===== src/rtl/cxirq_pkg.sv =====
package cxirq_pkg;

  localparam logic [6:0] CX_OPCODE = 7'b0001011;
  localparam logic [6:0] CX_F7_SWAP = 7'b0000011;
  localparam logic [6:0] CX_F7_WAIT = 7'b0000100;
  localparam logic [6:0] CX_F7_GETQ = 7'b0000000;

  typedef enum logic [2:0] {
    CX_OP_NONE,
    CX_OP_SWAP,
    CX_OP_WAIT,
    CX_OP_GETQ,
    CX_OP_BAD
  } cx_op_e;

endpackage


===== src/rtl/cxirq_decode.sv =====
module cxirq_decode
  import cxirq_pkg::*;
#(
  parameter int QIDX_W = 2
) (
  input  logic [31:0]       instr_word,
  output cx_op_e            op_o,
  output logic [QIDX_W-1:0] qsel_o
);

  logic [6:0] opc;
  logic [2:0] f3;
  logic [4:0] rs2f;
  logic [4:0] rs1f;
  logic [6:0] f7;
  logic       in_group;
  logic       rs1_hi_zero;

  assign opc  = instr_word[6:0];
  assign f3   = instr_word[14:12];
  assign rs1f = instr_word[19:15];
  assign rs2f = instr_word[24:20];
  assign f7   = instr_word[31:25];

  assign in_group    = (opc == CX_OPCODE) && (f3 == 3'b000) && (rs2f == 5'b00000);
  assign rs1_hi_zero = ((rs1f >> QIDX_W) == 5'd0);
  assign qsel_o      = rs1f[QIDX_W-1:0];

  always_comb begin
    op_o = CX_OP_NONE;
    if (in_group) begin
      case (f7)
        CX_F7_SWAP: op_o = CX_OP_SWAP;
        CX_F7_WAIT: op_o = (rs1f == 5'd0) ? CX_OP_WAIT : CX_OP_BAD;
        CX_F7_GETQ: op_o = rs1_hi_zero ? CX_OP_GETQ : CX_OP_BAD;
        default:    op_o = CX_OP_BAD;
      endcase
    end
  end

endmodule


===== src/rtl/cxirq_pending.sv =====
module cxirq_pending #(
  parameter int NIRQ = 32
) (
  input  logic            clk,
  input  logic            rst_ni,
  input  logic [NIRQ-1:0] irq_lines,
  input  logic [NIRQ-1:0] clr_i,
  input  logic [NIRQ-1:0] set_i,
  output logic [NIRQ-1:0] pending_o
);

  for (genvar i = 0; i < NIRQ; i++) begin : g_bit
    logic prev_q;
    logic pend_q;
    logic pend_d;

    always_comb begin
      pend_d = (pend_q & ~clr_i[i]) | (irq_lines[i] & ~prev_q) | set_i[i];
    end

    always_ff @(posedge clk or negedge rst_ni) begin
      if (!rst_ni) begin
        prev_q <= 1'b0;
        pend_q <= 1'b0;
      end else begin
        prev_q <= irq_lines[i];
        pend_q <= pend_d;
      end
    end

    assign pending_o[i] = pend_q;


    pend_rise_chk: assert property (@(posedge clk) disable iff (!rst_ni)
      (irq_lines[i] && !prev_q) |=> pend_q);


    pend_hold_chk: assert property (@(posedge clk) disable iff (!rst_ni)
      (pend_q && !clr_i[i]) |=> pend_q);
  end

endmodule


===== src/rtl/cxirq_qbank.sv =====
module cxirq_qbank #(
  parameter int NQ     = 4,
  parameter int DATA_W = 32,
  localparam int QIDX_W = (NQ > 1) ? $clog2(NQ) : 1
) (
  input  logic              clk,
  input  logic              rst_ni,
  input  logic              save_en,
  input  logic [QIDX_W-1:0] save_idx,
  input  logic [DATA_W-1:0] save_data,
  input  logic [QIDX_W-1:0] rd_idx,
  output logic [DATA_W-1:0] rd_data
);

  logic [DATA_W-1:0] ent [NQ];

  for (genvar i = 0; i < NQ; i++) begin : g_ent
    logic              ld_en;
    logic [DATA_W-1:0] ent_q;

    assign ld_en = save_en && (save_idx == QIDX_W'(i));

    always_ff @(posedge clk or negedge rst_ni) begin
      if (!rst_ni) begin
        ent_q <= '0;
      end else if (ld_en) begin
        ent_q <= save_data;
      end
    end

    assign ent[i] = ent_q;


    q_load_chk: assert property (@(posedge clk) disable iff (!rst_ni)
      ld_en |=> (ent_q == $past(save_data)));
  end

  always_comb begin
    rd_data = '0;
    for (int k = 0; k < NQ; k++) begin
      if (rd_idx == QIDX_W'(k)) rd_data = ent[k];
    end
  end

endmodule


===== src/rtl/cxirq_unit.sv =====
module cxirq_unit
  import cxirq_pkg::*;
#(
  parameter int NIRQ    = 32,
  parameter int DATA_W  = 32,
  parameter int NQ      = 4,
  parameter int ILL_BIT = 1,
  parameter int BUS_BIT = 2,
  localparam int QIDX_W = (NQ > 1) ? $clog2(NQ) : 1
) (
  input  logic              clk,
  input  logic              rst_n,
  input  logic              instr_valid,
  input  logic [31:0]       instr_word,
  input  logic [DATA_W-1:0] rs1_val,
  input  logic [NIRQ-1:0]   irq_lines,
  input  logic [NIRQ-1:0]   irq_clr,
  input  logic              bus_err,
  input  logic              q_save_en,
  input  logic [QIDX_W-1:0] q_save_idx,
  input  logic [DATA_W-1:0] q_save_data,
  output logic [DATA_W-1:0] rd_val,
  output logic              instr_done,
  output logic              instr_stall,
  output logic              illegal_pulse,
  output logic              halted,
  output logic [NIRQ-1:0]   irq_pending,
  output logic [NIRQ-1:0]   irq_unmasked
);

  // reset: asynchronous assert, release after two edges
  logic [1:0] rst_sync_q;
  logic       rst_ni;

  always_ff @(posedge clk or negedge rst_n) begin
    if (!rst_n) rst_sync_q <= 2'b00;
    else        rst_sync_q <= {rst_sync_q[0], 1'b1};
  end
  assign rst_ni = rst_sync_q[1];

  // decode
  cx_op_e            op;
  logic [QIDX_W-1:0] qsel;

  cxirq_decode #(.QIDX_W(QIDX_W)) u_dec (
    .instr_word (instr_word),
    .op_o       (op),
    .qsel_o     (qsel)
  );

  // state
  logic [NIRQ-1:0]   mask_q;
  logic [NIRQ-1:0]   mask_d;
  logic              mask_en;
  logic              halted_q;
  logic              halted_d;
  logic [NIRQ-1:0]   pend;
  logic [NIRQ-1:0]   fault_set;
  logic [DATA_W-1:0] q_rd;
  logic [DATA_W-1:0] mask_x;
  logic [DATA_W-1:0] pend_x;

  cxirq_pending #(.NIRQ(NIRQ)) u_pend (
    .clk       (clk),
    .rst_ni    (rst_ni),
    .irq_lines (irq_lines),
    .clr_i     (irq_clr),
    .set_i     (fault_set),
    .pending_o (pend)
  );

  cxirq_qbank #(.NQ(NQ), .DATA_W(DATA_W)) u_qbank (
    .clk       (clk),
    .rst_ni    (rst_ni),
    .save_en   (q_save_en),
    .save_idx  (q_save_idx),
    .save_data (q_save_data),
    .rd_idx    (qsel),
    .rd_data   (q_rd)
  );

  always_comb begin
    mask_x = '0;
    mask_x[NIRQ-1:0] = mask_q;
    pend_x = '0;
    pend_x[NIRQ-1:0] = pend;
  end

  // execute
  logic swap_fire;
  logic bad_fire;
  logic in_grp;

  assign in_grp = instr_valid && (op != CX_OP_NONE);

  always_comb begin
    instr_done = 1'b0;
    rd_val     = '0;
    swap_fire  = 1'b0;
    bad_fire   = 1'b0;
    if (instr_valid && !halted_q) begin
      case (op)
        CX_OP_SWAP: begin
          instr_done = 1'b1;
          rd_val     = mask_x;
          swap_fire  = 1'b1;
        end
        CX_OP_WAIT: begin
          if (|pend) begin
            instr_done = 1'b1;
            rd_val     = pend_x;
          end
        end
        CX_OP_GETQ: begin
          instr_done = 1'b1;
          rd_val     = q_rd;
        end
        CX_OP_BAD: begin
          instr_done = 1'b1;
          bad_fire   = 1'b1;
        end
        default: ;
      endcase
    end
  end

  assign instr_stall   = in_grp && !instr_done;
  assign illegal_pulse = bad_fire;

  // fault routing
  logic bus_evt;
  assign bus_evt = bus_err && !halted_q;

  always_comb begin
    fault_set          = '0;
    fault_set[ILL_BIT] = bad_fire && !mask_q[ILL_BIT];
    fault_set[BUS_BIT] = bus_evt && !mask_q[BUS_BIT];
    halted_d = halted_q
             | (bad_fire && mask_q[ILL_BIT])
             | (bus_evt && mask_q[BUS_BIT]);
  end

  // mask next state
  assign mask_en = swap_fire;
  assign mask_d  = rs1_val[NIRQ-1:0];

  always_ff @(posedge clk or negedge rst_ni) begin
    if (!rst_ni) begin
      mask_q <= '1;
    end else if (mask_en) begin
      mask_q <= mask_d;
    end
  end

  always_ff @(posedge clk or negedge rst_ni) begin
    if (!rst_ni) halted_q <= 1'b0;
    else         halted_q <= halted_d;
  end

  assign halted       = halted_q;
  assign irq_pending  = pend;
  assign irq_unmasked = pend & ~mask_q;


  mask_swap_chk: assert property (@(posedge clk) disable iff (!rst_ni)
    (instr_done && op == CX_OP_SWAP) |=> (mask_q == $past(rs1_val[NIRQ-1:0])));


  halt_sticky_chk: assert property (@(posedge clk) disable iff (!rst_ni)
    halted |=> halted);


  halt_nodone_chk: assert property (@(posedge clk) disable iff (!rst_ni)
    halted |-> !instr_done);


  done_stall_chk: assert property (@(posedge clk) disable iff (!rst_ni)
    !(instr_done && instr_stall));


  wait_pend_chk: assert property (@(posedge clk) disable iff (!rst_ni)
    (instr_done && op == CX_OP_WAIT) |-> (|irq_pending));


  bus_halt_chk: assert property (@(posedge clk) disable iff (!rst_ni)
    (bus_err && !halted && mask_q[BUS_BIT]) |=> halted);

endmodule


===== config.mk =====
export PLATFORM = sky130hd
export DESIGN_NAME = cxirq_unit
export DESIGN_NICKNAME = d
export VERILOG_FILES = /design/src/rtl/cxirq_pkg.sv /design/src/rtl/cxirq_decode.sv /design/src/rtl/cxirq_pending.sv /design/src/rtl/cxirq_qbank.sv /design/src/rtl/cxirq_unit.sv
export SDC_FILE = /design/constraint.sdc
export NUM_CORES = 1
export LEC_CHECK = 0
export BUFFER_PORTS_ARGS = -buffer_cell sky130_fd_sc_hd__buf_2
export CAP_MARGIN = 20
export CORE_MARGIN = 10
export CORE_UTILIZATION = 30
export DETAILED_ROUTE_END_ITERATION = 7
export PLACE_DENSITY = 0.58
export SETUP_SLACK_MARGIN = 0.1
export SLEW_MARGIN = 5
export SYNTH_ARGS = -nofsm -noshare
export SYNTH_HDL_FRONTEND = slang
export SYNTH_SLANG_ARGS = --single-unit
export TNS_END_PERCENT = 1

===== constraint.sdc =====
create_clock -name clk -period 19.8 [get_ports clk]
set_clock_uncertainty 0.2 [all_clocks]
set_input_delay 0.99 -clock clk [delete_from_list [all_inputs] [get_ports clk]]
set_output_delay 0.99 -clock clk [all_outputs]
set_load 0.1 [all_outputs]

==> impl_metrics.tcl <==
set metrics [dict create \
    vias_per_cell 4.77 \
    hold_ws_ns 0.0782 \
    instances_no_fill 1471 \
    wire_per_inst_um 21.6 \
    yosysUniqueCellTypes 38 \
    yosysWarningCount 0 \
    async_flop_share_pct 100 \
    worstMarginPinSlew_ns 1.10 \
    yosysTopAreaCell "dfrtp_1" \
    final-seq-area_mm2 0.00572 \
    htreeDepth 1 \
    syn_inst 762 \
    slew_violations 0 \
    antenna_left 0 \
    dp_hpwl_mm 23.3 \
    overflow 0 \
    max-vdd-ir-drop_mv 0.0666 \
    synth_top_family_by_area "multiplexers" \
    worst_skew_pair.late_latency_ns 0.53 \
    grt_max_degree 73 \
    grt_pass1_vias 7603 \
    fin_crit_ns 5.18 \
    pin_count 267 \
    synth_flop_cell "dfrtp_1" \
    worstSetupEndpointType "primary output" \
    vias 7024 \
    ctsResizeCount 0 \
    synth_top_cells_by_area "dfrtp_1 (47%), mux2_2 (17%), dfstp_2 (8.2%)" \
    routed_wl_mm 31.7 \
    drive_gt1_share_pct 54.0 \
    syn-mean-instance-area_um2 13.5 \
    clk_pin_slew_ns 0.05 \
    core_region_area_mm2 0.0337 \
    tritoncts "done" \
    die_h_um 205 \
    setup_tns_ns 0 \
    syn2layout_area_growth_pct 24.4 \
    rsz0062_at_grt "no" \
    cts_sinks 227 \
    syn_area_mm2 0.0103 \
    grt_util_all_layers_pct 14.5 \
    gp_congestion 0.801 \
    drv_cap 0 \
    clockBufferDepth 3 \
    die_x_um 205 \
    crit_type "primary input to primary output" \
    drc_errors 0 \
    cts_buffers 28 \
    die_area_mm2 0.0422 \
    outcome "complete, no violations" \
    yosys.area_share.xor_xnor_pct 0 \
    hold_viol_final 0 \
    relSlewSlack_pct 26.2 \
    seq_area_frac_synth_pct 55.5 \
    synth_edf_count 0 \
    root_buffer "clkbuf_16" \
    use_met1_pct 17.5 \
    synth-compound-area-share_pct 5.58 \
    synthAdderAreaFrac_pct 0 \
    firstDrtPassIters 4 \
    nFillCells 3324 \
    synth_commonest_cells "dfrtp_1 (195), mux2_2 (160), nor2_1 (68)" \
    powerDensity_mw_per_mm2 101 \
    synthSimpleGateAreaFrac_pct 4.94 \
    p_leak_uw 0.00576 \
    synthesis.nets 929 \
    grt_pass1_wl_mm 46.9 \
    grt_antenna_before_repair 7 \
    crit_required_ns 18.61 \
    max_freq_ghz 0.193 \
    grtUsageMet2_pct 25.3 \
    synth.most_common_cell "dfrtp_1" \
    fin_nets 1167 \
    min_path_type "flip-flop to asynchronous set/reset pin" \
    use_met3_pct 4.21 \
    dp.cells 1417 \
    row_count 67 \
    startpoint_type "primary input" \
    ys_ff_latch 227 \
    synth_top_area_share_pct 47.3 \
    fin_crit_sh_pct 26.1 \
    synth_mux_area_share_pct 27.6 \
    multi_input_area_mm2 0.00395 \
    top_usage_layer "met2" \
    portBuffers 261 \
    start_util_pct 30.6 \
    cp_max_fo 34 \
    dr.first_iter.drc_count 225 \
    finalSetupViolCount 0 \
    crit_arrival_ns 3.99 \
]
==> worst paths after layout <==
| path | depth (start not counted) | startpoint | slack, ns | to |
|---|---|---|---|---|
| worst min register to register | 0 | rst_sync_q[1] | 0.08 | u_pend.g_bit[21].pend_q |
| worst max-delay path | 9 | instr_word[16] | 14.62 | rd_val[24] |
| worst max register to register | 2 | rst_sync_q[1] | 17.35 | u_qbank.g_ent[2].ent_q[2] |
| min in group clk | 0 | rst_sync_q[0] | 0.16 | rst_sync_q[1] |
| max in group asynchronous | 2 | rst_sync_q[1] | 17.35 | u_qbank.g_ent[2].ent_q[2] |
| worst min-delay path | 0 | rst_sync_q[1] | 0.08 | u_pend.g_bit[21].pend_q |
==> where the power goes <==
group / switching (uW) / internal [uW]
Combinational: 152 / 88.9
Sequential: 29.7 / 524
Clock: 195 / 300
Total: 377 / 913
==> cell type report <==
| type | instances | area share (%) |
|---|---|---|
| flip-flops and latches | 227 | 44.6 |
| multi-input cells | 400 | 30.8 |
| clock buffers | 44 | 6.49 |
| repair buffers | 278 | 11.2 |
| diodes | 2 | 0.0390 |
| inverters | 65 | 1.90 |
| clock inverters | 7 | 0.537 |
| well taps | 448 | 4.37 |
==> layer usage <==
metal	vias up	wire [um]	share of wire, %
li1	3209	-	-
met1	3563	13200	42
met2	197	15800	50
met3	43	2300	7.2
met4	12	347	1.1
met5	-	85	0.27
==> layout by cell type (no fill, tap or decap), drive strengths merged, types with 12 or more instances in the layout <==
cell and n:
dfstp 32, mux2i 32, buf 277, mux4 32, o32a 33, nor2 68
nor4 12, mux2 160, inv 66, dfrtp 195, o22ai 31, clkbuf 44
==> through the flow <==
step	worst slack, ns	total power [uW]	area, um2	utilization, %
floorplan	12.86	746	10300	-
global placement	14.58	801	11900	35.3
detailed placement	14.61	807	11900	35.3
CTS	14.61	1310	12800	38.0
global route	14.45	1350	12800	38.0
finish	14.62	1290	12800	38.0
==> registers in the layout, indices dropped and copies added (netlist names) <==
signal / count
halted: 1
u_qbank.g_ent.ent_q: 128
u_pend.g_bit.pend_q: 32
u_pend.g_bit.prev_q: 32
rst_sync_q: 2
mask_q: 32
==> critical path: stages <==
cell     delay [ns]
buf_2          0.09
buf_4          0.29
or3b_2         0.53
nor4_2         0.33
nand2_1        0.41
buf_4          0.38
o32a_1         0.32
nor2_1         0.14
buf_2          0.47
==> kinds of logic after synthesis <==
| logic type | after synthesis |
|---|---|
| AND/OR/NAND/NOR | 104 |
| multiplexers | 224 |
| AO/OA/AOI/OAI | 71 |
| other | 1 |
| flip-flops | 227 |
| buffers and inverters | 135 |
==> repair_timing <==
| action | 4_1_cts | 5_1_grt |
|---|---|---|
| hold buffers | 0 | 1 |
| hold endpoints to repair | 0 | 1 |
| buffers inserted | 0 | 0 |
Power figures use the tool's default switching activity.
